==> config.mk <==
export PLATFORM = sky130hd
export DESIGN_NAME = icount_trigger
export DESIGN_NICKNAME = d
export VERILOG_FILES = /design/src/rtl/icnt_pkg.sv /design/src/rtl/icnt_mode_match.sv /design/src/rtl/icnt_enable_reg.sv /design/src/rtl/icnt_count_unit.sv /design/src/rtl/icount_trigger.sv
export SDC_FILE = /design/constraint.sdc
export NUM_CORES = 1
export LEC_CHECK = 0
export CORE_ASPECT_RATIO = 1.2
export CORE_MARGIN = 1.5
export CORE_UTILIZATION = 41
export DETAILED_ROUTE_END_ITERATION = 8
export GPL_TIMING_DRIVEN = 0
export PLACE_DENSITY = 0.86
export SLEW_MARGIN = 20
export SYNTH_ARGS = -nofsm -noshare
export SYNTH_HDL_FRONTEND = slang
export SYNTH_HIERARCHICAL = 1
export SYNTH_SLANG_ARGS = --single-unit
==> constraint.sdc <==
create_clock -name clk -period 7.1 [get_ports clk]
set_clock_uncertainty 0.05 [all_clocks]
set_input_delay 1.42 -clock clk [delete_from_list [all_inputs] [get_ports clk]]
set_output_delay 1.42 -clock clk [all_outputs]
set_load 0.02 [all_outputs]
==> src/rtl/icnt_pkg.sv <==
// Package: field positions, privilege codes and the enable bundle shared by
// the instruction-count trigger. Assumes XLEN of at least 32.
package icnt_pkg;

    localparam int POS_U      = 6;
    localparam int POS_S      = 7;
    localparam int POS_PEND   = 8;
    localparam int POS_M      = 9;
    localparam int POS_CNT_LO = 10;
    localparam int CNT_W      = 14;
    localparam int POS_VU     = 25;
    localparam int POS_VS     = 26;
    localparam int TYPE_W     = 4;
    localparam logic [TYPE_W-1:0] TYPE_ICOUNT = 4'd3;

    typedef enum logic [2:0] {
        PRIV_U  = 3'd0,
        PRIV_S  = 3'd1,
        PRIV_M  = 3'd3,
        PRIV_VU = 3'd4,
        PRIV_VS = 3'd5
    } priv_e;

    typedef struct packed {
        logic vs;
        logic vu;
        logic m;
        logic s;
        logic u;
    } mode_en_t;

endpackage

==> src/rtl/icnt_mode_match.sv <==
// Mode match: tells whether a privilege code is one the trigger is enabled
// for. Purely combinational; reserved codes never match.
module icnt_mode_match
    import icnt_pkg::*;
(
    input  mode_en_t    en,
    input  logic [2:0]  priv,
    output logic        hit
);

    // Select the enable bit belonging to the given privilege code.
    always_comb begin
        unique case (priv)
            PRIV_U:  hit = en.u;
            PRIV_S:  hit = en.s;
            PRIV_M:  hit = en.m;
            PRIV_VU: hit = en.vu;
            PRIV_VS: hit = en.vs;
            default: hit = 1'b0;
        endcase
    end

endmodule

==> src/rtl/icnt_enable_reg.sv <==
// Enable register: holds the five mode enables. Loaded by a software write;
// cleared on fire when the owner asserts clear (fixed-count variant only).
// Assumes load and clear are never high together (the top gates fire by write).
module icnt_enable_reg
    import icnt_pkg::*;
(
    input  logic     clk,
    input  logic     rst_n,
    input  logic     load,
    input  mode_en_t load_en,
    input  logic     clear,
    output mode_en_t en
);

    // Write loads, fire-clear empties, otherwise hold.
    always_ff @(posedge clk) begin
        if (!rst_n) begin
            en <= '0;
        end else if (load) begin
            en <= load_en;
        end else if (clear) begin
            en <= '0;
        end
    end

endmodule

==> src/rtl/icnt_count_unit.sv <==
// Count unit: the count field and the pending flag. A retire hit counts down;
// the hit on count 1 raises pending. Fire drops pending and wins over a
// simultaneous hit. FIXED_ONE selects a count hard-wired to 1.
// Assumes ret_hit and fire are already gated off during a write.
module icnt_count_unit #(
    parameter int CW        = 14,
    parameter bit FIXED_ONE = 1'b0
) (
    input  logic          clk,
    input  logic          rst_n,
    input  logic          load,
    input  logic [CW-1:0] load_cnt,
    input  logic          load_pend,
    input  logic          ret_hit,
    input  logic          fire,
    output logic [CW-1:0] cnt,
    output logic          pend
);

    localparam logic [CW-1:0] ONE = CW'(1);

    logic last_hit;
    assign last_hit = ret_hit && (cnt == ONE);

    // Pending flag: load, clear on fire, set on the last counted retire.
    always_ff @(posedge clk) begin
        if (!rst_n) begin
            pend <= 1'b0;
        end else if (load) begin
            pend <= load_pend;
        end else if (fire) begin
            pend <= 1'b0;
        end else if (last_hit) begin
            pend <= 1'b1;
        end
    end

    generate
        if (FIXED_ONE) begin : g_fixed
            // Count is a constant; written values are dropped.
            logic [CW-1:0] unused_load;
            assign unused_load = load_cnt;
            assign cnt = ONE;
        end else begin : g_counting
            logic [CW-1:0] cnt_q;
            // Count register: load, or step down on an enabled retire.
            always_ff @(posedge clk) begin
                if (!rst_n) begin
                    cnt_q <= '0;
                end else if (load) begin
                    cnt_q <= load_cnt;
                end else if (ret_hit && (cnt_q != '0)) begin
                    cnt_q <= cnt_q - ONE;
                end
            end
            assign cnt = cnt_q;
        end
    endgenerate

endmodule

==> src/rtl/icount_trigger.sv <==
// Instruction-count debug trigger top. Decodes software writes into the
// count unit and enable register, matches retire and issue modes, and
// requests a debug exception before an enabled instruction begins once the
// count is used up. dbg_fire is combinational from state and issue inputs.
// Assumes XLEN >= 32 and at most one retire and one issue per cycle.
module icount_trigger
    import icnt_pkg::*;
#(
    parameter int XLEN      = 32,
    parameter bit FIXED_ONE = 1'b0
) (
    input  logic            clk,
    input  logic            rst_n,
    input  logic            csr_we,
    input  logic [XLEN-1:0] csr_wdata,
    output logic [XLEN-1:0] csr_rdata,
    input  logic            ret_valid,
    input  logic [2:0]      ret_priv,
    input  logic            issue_valid,
    input  logic [2:0]      issue_priv,
    output logic            dbg_fire
);

    localparam int TYPE_LO  = XLEN - TYPE_W;
    localparam int DMODE_AT = XLEN - TYPE_W - 1;

    mode_en_t         en;
    mode_en_t         wr_en;
    logic [CNT_W-1:0] cnt;
    logic             pend;
    logic             ret_match;
    logic             issue_match;
    logic             ret_hit;

    // Write-data field extraction.
    always_comb begin
        wr_en.u  = csr_wdata[POS_U];
        wr_en.s  = csr_wdata[POS_S];
        wr_en.m  = csr_wdata[POS_M];
        wr_en.vu = csr_wdata[POS_VU];
        wr_en.vs = csr_wdata[POS_VS];
    end

    icnt_mode_match u_ret_match (
        .en   (en),
        .priv (ret_priv),
        .hit  (ret_match)
    );

    icnt_mode_match u_issue_match (
        .en   (en),
        .priv (issue_priv),
        .hit  (issue_match)
    );

    assign ret_hit  = ret_valid && ret_match && !csr_we;
    assign dbg_fire = pend && issue_valid && issue_match && !csr_we;

    icnt_count_unit #(
        .CW        (CNT_W),
        .FIXED_ONE (FIXED_ONE)
    ) u_count (
        .clk       (clk),
        .rst_n     (rst_n),
        .load      (csr_we),
        .load_cnt  (csr_wdata[POS_CNT_LO +: CNT_W]),
        .load_pend (csr_wdata[POS_PEND]),
        .ret_hit   (ret_hit),
        .fire      (dbg_fire),
        .cnt       (cnt),
        .pend      (pend)
    );

    icnt_enable_reg u_enables (
        .clk     (clk),
        .rst_n   (rst_n),
        .load    (csr_we),
        .load_en (wr_en),
        .clear   (dbg_fire && FIXED_ONE),
        .en      (en)
    );

    // Read word assembly: type code, zero debug-mode bit, live fields.
    always_comb begin
        csr_rdata                        = '0;
        csr_rdata[XLEN-1:TYPE_LO]        = TYPE_ICOUNT;
        csr_rdata[DMODE_AT]              = 1'b0;
        csr_rdata[POS_U]                 = en.u;
        csr_rdata[POS_S]                 = en.s;
        csr_rdata[POS_PEND]              = pend;
        csr_rdata[POS_M]                 = en.m;
        csr_rdata[POS_CNT_LO +: CNT_W]   = cnt;
        csr_rdata[POS_VU]                = en.vu;
        csr_rdata[POS_VS]                = en.vs;
    end

endmodule

# Word-level counts from Yosys, hierarchy flattened
# Cells that the tools add are included.
word_totals:
  register_bits: 20
  in_bits: 43
  output_inout_bits: 33
  elab_cells: 37
classes:
  add_sub_neg: 1
  eq_ne: 9
  n_mux: 7
  reduce_logical: 13
ops:
  columns: ["operator", "n"]
  rows:
  - ["14-bit two-way mux", 2]
  - ["14-bit by 1-bit equality test with 1-bit output (second input constant)", 1]
  - ["14-bit nonzero test", 1]
  - ["14-bit by 1-bit subtractor with 14-bit output (second input constant)", 1]
  - ["3-bit equality test (second input constant)", 4]
  - ["1-bit case mux with 5 select lines", 2]
  - ["1-bit logical AND", 7]
  - ["3-bit by 1-bit equality test with 1-bit output (second input constant)", 2]
  - ["3-bit by 2-bit equality test with 1-bit output (second input constant)", 2]
  - ["3-bit zero test", 2]
  - ["1-bit two-way mux", 3]
  - ["3-bit nonzero test", 1]
  - ["2-bit nonzero test", 1]
  - ["1-bit zero test", 1]

# Logic depth before layout (Yosys ltp)
# Gate-level depths: netlist of the first run.
logic_depth:
  ltp_word: 8
  mapped_depth: 10
  mapped_depth_nobuf: 8

# Cells and area by module
# The synthesis of the first run kept the hierarchy.
modules_own_cells:
  columns: ["mod", "instances", "cells_per_inst", "area_each_um2", "seq_area_each_um2"]
  rows:
  - ["icnt_count_unit", 1, 111, 893.4, 300.3]
  - ["icnt_enable_reg", 1, 22, 201.4, 100.1]
  - ["icount_trigger", 1, 17, 125.1, 0.0]
  - ["icnt_mode_match", 2, 6, 50.0, 0.0]

# Least setup slack after synthesis of the first run
# OpenSTA, ideal clock, no wires.
synth_timing:
  path_type: "in2out"
  from: "in issue_priv[0]"
  to: "out dbg_fire"
  arrival_ps: 2128
  required_ps: 5630
  path_slack_ps: 3502
  cell_stages: 4
  path_cell_list: "mux2_2 nand3b_1 o21ai_2 and4b_1"
synth_between:
  elab_chain_len: 4
synth_rtl:
  columns: ["item", "line", "source"]
  rows:
  - ["start: declaration", "icount_trigger.sv:20", "input logic [2:0] issue_priv,"]
  - ["3-bit equality test, or another cell as far along", "icnt_mode_match.sv:13", "unique case (priv)"]
  - ["1-bit case mux with 5 select lines *", "icnt_mode_match.sv:13", null]
  - ["named net issue_match", "icount_trigger.sv:32", "logic issue_match;"]
  - ["1-bit logical AND * (2 in a row)", "icount_trigger.sv:57", "assign dbg_fire = pend && issue_valid && issue_match && !csr_we;"]
  - ["end: declaration", "icount_trigger.sv:21", "output logic dbg_fire"]
# Mark *: on every way through the listed nets, which the timed path passes. The rest lies on a longest branch.

# Worst setup path in the final report of the first run
# Ends and elaborated chain as after synthesis.

==> flow_summary.yaml, run 1 <==
detailed_routing:
  vias: 1439
  drt-vias-per-instance: 5.47
  wirelength_um: 3660
  drc: 0
  wl_per_cell_um: 13.9
  ant_nets: 0
  drt_first_pass_iters: 4
  first_iter_violations: 33
worst_setup_path:
  cp-start-kind: "primary input"
  timing.rr.end: "u_count/cnt[5]"
  arrival_ps: 3210
  r2r-start: "u_count/cnt[4]"
  crit_chain: "clkdlybuf4s50_1, mux2_2, nand3b_1, o21ai_2, and4b_1, clkdlybuf4s50_1"
  crit_path_max_incr_delay_ps: 540
  crit_top_cell: "clkdlybuf4s50_1"
  crit_slowest_cell: "clkdlybuf4s50_1"
  critical_path.startpoint: "issue_priv[0]"
  endpoint_kind: "primary output"
  worstSetupPathType: "primary input to primary output"
  cp.required_ps: 5630
  rrSetupSlack_ps: 4730
  cp.buffers_inverters: 2
  reg2reg_depth: 6
  cpLargestDelayFamily: "buffers and inverters"
  cp_max_fo: 3
synth:
  synth_cell_types: 44
  synth_seq_cells: 20
  yosys.area.top_type: "dfxtp_1"
  synth_top_area_share_pct: 30.3
  synth-seq-area-share_pct: 30.3
  syn_inst: 162
  synthTopCellsByArea: "dfxtp_1, buf_4, o21ai_0, a31oi_1, nand3_1"
  syn_area_mm2: 0.00132
  syn-mean-instance-area_um2: 8.15
  yosys_warnings: 6
timing:
  slew_viol_final: 0
  min_period_ps: 4680
  tightest_slew_ps: 599
  setup_violations: 0
  rsz0062_at_grt: "false"
  hold_viol: 0
  post-route-period-util_pct: 66.0
  fin_setup_tns_ps: 0
  relSlewSlack_pct: 59.7
  fmax_ghz: 0.214
  worst_slack_ps: 2420
floorplanning:
  rows: 22
  die_h_um: 65.2
  die_area_mm2: 0.00357
  start_util_pct: 43.2
  core_mm2: 0.00306
  io_pins: 76
  die_x_um: 54.8
clock_tree:
  cts_hold_buf: 0
  post_cts_resized: 0
  cts.sinks: 20
  cts_buffers: 3
  clock_latency_ps: 300
  htreeDepth: 1
  cts_tree: "built"
  clk_pin_slew_ps: 110
  root_buffer: "clkbuf_4"
  postCtsSetupBuffers: 0
  clock_path_buffers: 2
placed_design:
  io_buffers: 51
  place_area_mm2: 0.00192
  dp_slack_ps: 2410
  gp_congestion: 0.803
  hpwlAfterDp_um: 2760
power_and_ir_drop:
  p_int_mw: 0.188
  p_leak_nw: 0.712
  p_seq_share_pct: 46.6
  switchingPower_mw: 0.0898
  powerDensity_mw_per_mm2: 143
  p_sw_share_pct: 32.4
  total_power_mw: 0.277
  pwr-share-clk_pct: 19.7
  power_frac_comb_pct: 33.7
  peakVddDrop_uv: 93.3
min_path:
  min_path_cells: 2
  hold_end: "u_enables/en[3]"
  min_from: "u_enables/en[3]"
  worstHoldPathType: "flip-flop to flip-flop"
run:
  max_cap_viol_count: 0
grt:
  grt_util_all_layers_pct: 21.1
  grt_pass1_vias: 1382
  grt_pass1_wl_um: 5640
  antenna_found_initial: 0
  grt_overflow: 0
  grt_start_max_net_pins: 11
finish:
  mostFrequentLayoutCell: "clkdlybuf4s50_1"
  multi_input_area_um2: 810
  finish.instance_area_mm2: 0.00194
  ff_latch_area_um2: 400
  num-fill-cells: 272
  drive_gt1_share_pct: 13.2
  diodes: 0
  area.growth.synth_to_final_pct: 46.9
  final_cell_mix: "clkdlybuf4s50_1, dfxtp_1, o21ai_0"
  nNetsFinal: 274
run_status:
  outcome: "finished clean"
## cell type report
class	count	share of cell area, %
Timing Repair Buffer	51	26.3
Clock buffer	3	1.16
Tap cell	36	2.32
Inverter	4	0.774
Multi-Input combinational cell	128	41.7
Sequential cell	20	20.6
Buffer	21	7.03
## worst max path at each step
stage	endpoint	cells after the start
6_report	dbg_fire	6
5_1_grt	dbg_fire	6
4_1_cts	dbg_fire	6
3_5_place_dp	dbg_fire	6
3_3_place_gp	dbg_fire	6
2_1_floorplan	dbg_fire	4
## stage by stage
stage / utilization (%) / std cells / hold slack [ps]
after floorplan: - / 173 / 462
after global placement: 62.7 / 260 / 439
after detailed placement: 62.7 / 260 / 444
after CTS: 63.5 / 263 / 462
after global routing: 63.5 / 263 / 487
final: 63.5 / 263 / 458
## per-layer routing
layer | track usage [%] | vias up | routed length (um)
met5 | 0 | - | 0
met4 | 9.38 | 0 | 68
met3 | 2.95 | 8 | 237
met2 | 39.1 | 54 | 1820
met1 | 22.1 | 653 | 1530
li1 | - | 724 | -
## power by group through the flow
stage                     Clock [mW]  Sequential, mW  Combinational (mW)
after floorplan                    0           0.138              0.0440
after global routing          0.0604           0.131               0.101
after detailed placement           0           0.132              0.0927
after CTS                     0.0559           0.129              0.0932
final                         0.0546           0.129              0.0935
after global placement             0           0.132              0.0913
## cells in the mapped netlist
cell type	count
o21ai_2	2
o31ai_1	6
mux2i_1	2
or4_1	8
a21oi_1	1
and3b_2	1
buf_2	1
ha_1	2
nand3_1	12
conb_1	2
dfxtp_1	20
or4b_1	1
buf_4	13
or3b_2	1
or4_4	1
a41o_1	1
nand4_1	3
a31oi_1	10
a311oi_1	1
a41oi_1	1
nor4_1	3
mux2_2	2
nand3b_1	2
clkinv_1	1
or2_2	3
o21ai_0	16
buf_6	1
o21a_1	2
inv_1	3
o21ai_1	5
o31a_1	1
or4b_2	1
o211ai_1	1
or3_1	7
and4_1	1
nand2b_1	6
clkbuf_1	6
nor3b_1	1
a2bb2oi_1	1
and2_1	1
nand2_1	3
nand2b_2	1
nor2_1	4
and4b_1	1
## worst register-to-register path: stages, from the launching register on
cell      delay [ps]
dfxtp_1          370
nor4_1           580
a41o_1           360
buf_2            240
clkbuf_1         380
o21ai_0          150
a31oi_1          170
## sequential cells by signal, indices dropped and copies added, names as in the netlist
register      flops
u_enables/en      5
u_count/cnt      14
u_count/pend      1
## logic make-up (layout without fill, tap and decap cells)
group	count (synthesis)	in the layout	share of synthesized area (%)
AO/OA/AOI/OAI	48	48	22.9
adder cells (fa/ha/maj)	2	2	1.90
buffers and inverters	25	79	11.5
flip-flops	20	20	30.3
multiplexers	4	4	3.22
other	2	13	0.569
AND/OR/NAND/NOR	61	61	29.6
Note: power is estimated with default switching activity, not from simulation.
==> inputs of run 2 (changes only) <==
--- a/config.mk
+++ b/config.mk
@@ -7,10 +7,10 @@
 export LEC_CHECK = 0
 export CORE_ASPECT_RATIO = 1.2
 export CORE_MARGIN = 1.5
-export CORE_UTILIZATION = 41
+export CORE_UTILIZATION = 38
 export DETAILED_ROUTE_END_ITERATION = 8
 export GPL_TIMING_DRIVEN = 0
-export PLACE_DENSITY = 0.86
+export PLACE_DENSITY = 0.8
 export SLEW_MARGIN = 20
 export SYNTH_ARGS = -nofsm -noshare
 export SYNTH_HDL_FRONTEND = slang
==> constraint.sdc (replaced) <==
create_clock -name clk -period 4.91 [get_ports clk]
set_clock_uncertainty 0.05 [all_clocks]
set_input_delay 0.982 -clock clk [delete_from_list [all_inputs] [get_ports clk]]
set_output_delay 0.982 -clock clk [all_outputs]
set_load 0.02 [all_outputs]
==> flow_summary.yaml, run 2 (same netlist as run 1, synthesis figures left out) <==
clock_tree:
  htreeDepth: 1
  clock_latency_ps: 250
  root_buffer: "clkbuf_8"
  cts_tree: "built"
  clk_pin_slew_ps: 70
  cts_hold_buf: 0
  postCtsSetupBuffers: 0
  clock_path_buffers: 2
  post_cts_resized: 0
  cts_buffers: 3
  cts.sinks: 20
floorplanning:
  start_util_pct: 39.5
  core_mm2: 0.00334
  rows: 23
  die_h_um: 67.6
  die_area_mm2: 0.00384
  die_x_um: 56.8
  io_pins: 76
detailed_routing:
  wl_per_cell_um: 13.8
  drt_first_pass_iters: 4
  drt-vias-per-instance: 5.50
  first_iter_violations: 46
  drc: 0
  vias: 1452
  ant_nets: 0
  wirelength_um: 3660
timing:
  post-route-period-util_pct: 77.0
  rsz0062_at_grt: "false"
  tightest_slew_ps: 615
  relSlewSlack_pct: 58.7
  holdWs_ps: 458
  min_period_ps: 3780
  fmax_ghz: 0.264
  setup_violations: 0
  slew_viol_final: 0
  fin_setup_tns_ps: 0
  hold_viol: 0
finish:
  fin_util_pct: 58.7
  largest_reg_flops: 14
  diodes: 0
  final_cell_mix: "clkdlybuf4s50_1, dfxtp_1, o21ai_0"
  mostFrequentLayoutCell: "clkdlybuf4s50_1"
  drive_gt1_share_pct: 13.2
  area.growth.synth_to_final_pct: 48.4
  nNetsFinal: 274
worst_setup_path:
  cp.required_ps: 3880
  crit_chain: "clkdlybuf4s50_1, mux2_2, nand3b_1, o21ai_2, and4b_1, clkdlybuf4s50_1"
  cp_max_fo: 3
  arrival_ps: 2750
  cp-start-kind: "primary input"
  cp.buffers_inverters: 2
  cpLargestDelayFamily: "buffers and inverters"
  worstSetupPathType: "primary input to primary output"
  crit_top_cell: "clkdlybuf4s50_1"
  crit_path_max_incr_delay_ps: 540
  crit_slowest_cell: "clkdlybuf4s50_1"
  endpoint_kind: "primary output"
grt:
  antenna_found_initial: 0
  grt_pass1_vias: 1314
  grt_overflow: 0
  grt_pass1_wl_um: 5910
  grt_util_all_layers_pct: 19.3
  grt_start_max_net_pins: 11
power_and_ir_drop:
  p_sw_share_pct: 30.5
  switchingPower_mw: 0.131
  p_seq_share_pct: 43.8
  p_int_mw: 0.297
  p_leak_nw: 0.720
  power_frac_comb_pct: 31.7
  pwr-share-clk_pct: 24.6
  powerDensity_mw_per_mm2: 218
  peakVddDrop_uv: 159
placed_design:
  gp_congestion: 0.788
  io_buffers: 51
  hpwlAfterDp_um: 2720
run:
  max_cap_viol_count: 0
min_path:
  worstHoldPathType: "flip-flop to flip-flop"
run_status:
  outcome: "finished clean"
run 2: cell count changes in the layout (fill, tap and decap cells not counted):
cell / delta
clkbuf_4: -3
clkbuf_8: +3
run 2: worst reg2reg max path: cells and delay by family, from the launching register on:
kind / cells / cell delay, ps
compound gates: 3 / 640
buf+inv: 2 / 620
simple gates: 1 / 590
flops: 1 / 370
run 2: cell type report:
type	count	area [um2]
Buffer	21	136
Multi-Input combinational cell	128	810
Clock buffer	3	41.3
Inverter	4	15.0
Sequential cell	20	400
Tap cell	37	46.3
Fill cell	306	1380
Timing Repair Buffer	51	510
run 2: worst paths after layout:
path              slack (ps)      startpoint              to  cells after the start
setup reg to reg        2520  u_count/cnt[4]  u_count/cnt[2]                      6
setup / recovery        1130   issue_priv[0]        dbg_fire                      6
hold reg to reg          460  u_count/cnt[1]  u_count/cnt[1]                      2
hold / removal           460  u_count/cnt[1]  u_count/cnt[1]                      2
run 2: power by group through the flow:
| stage | sequential (mW) | combinational, mW | clock [mW] |
|---|---|---|---|
| 6_report | 0.187 | 0.135 | 0.105 |
| 5_1_grt | 0.189 | 0.146 | 0.116 |
| 4_1_cts | 0.187 | 0.135 | 0.108 |
| 3_5_place_dp | 0.191 | 0.134 | 0 |
| 3_3_place_gp | 0.190 | 0.132 | 0 |
| 2_1_floorplan | 0.199 | 0.0636 | 0 |
run 2: metrics by stage:
stage	std cells	area [um2]	setup WS, ps	total power, mW
4_1_cts	264	1960	1120	0.430
5_1_grt	264	1960	1050	0.451
3_3_place_gp	261	1920	1140	0.323
3_5_place_dp	261	1920	1120	0.324
2_1_floorplan	173	1360	2120	0.263
6_report	264	1960	1130	0.428
run 2: routing by layer:
layer	part of all wire (%)	vias to the layer above	global-route usage [%]
met5	0	-	0
met4	0.22	0	4.65
met3	7.8	2	4.41
met2	46	61	35.2
met1	46	666	23.0
li1	-	723	-
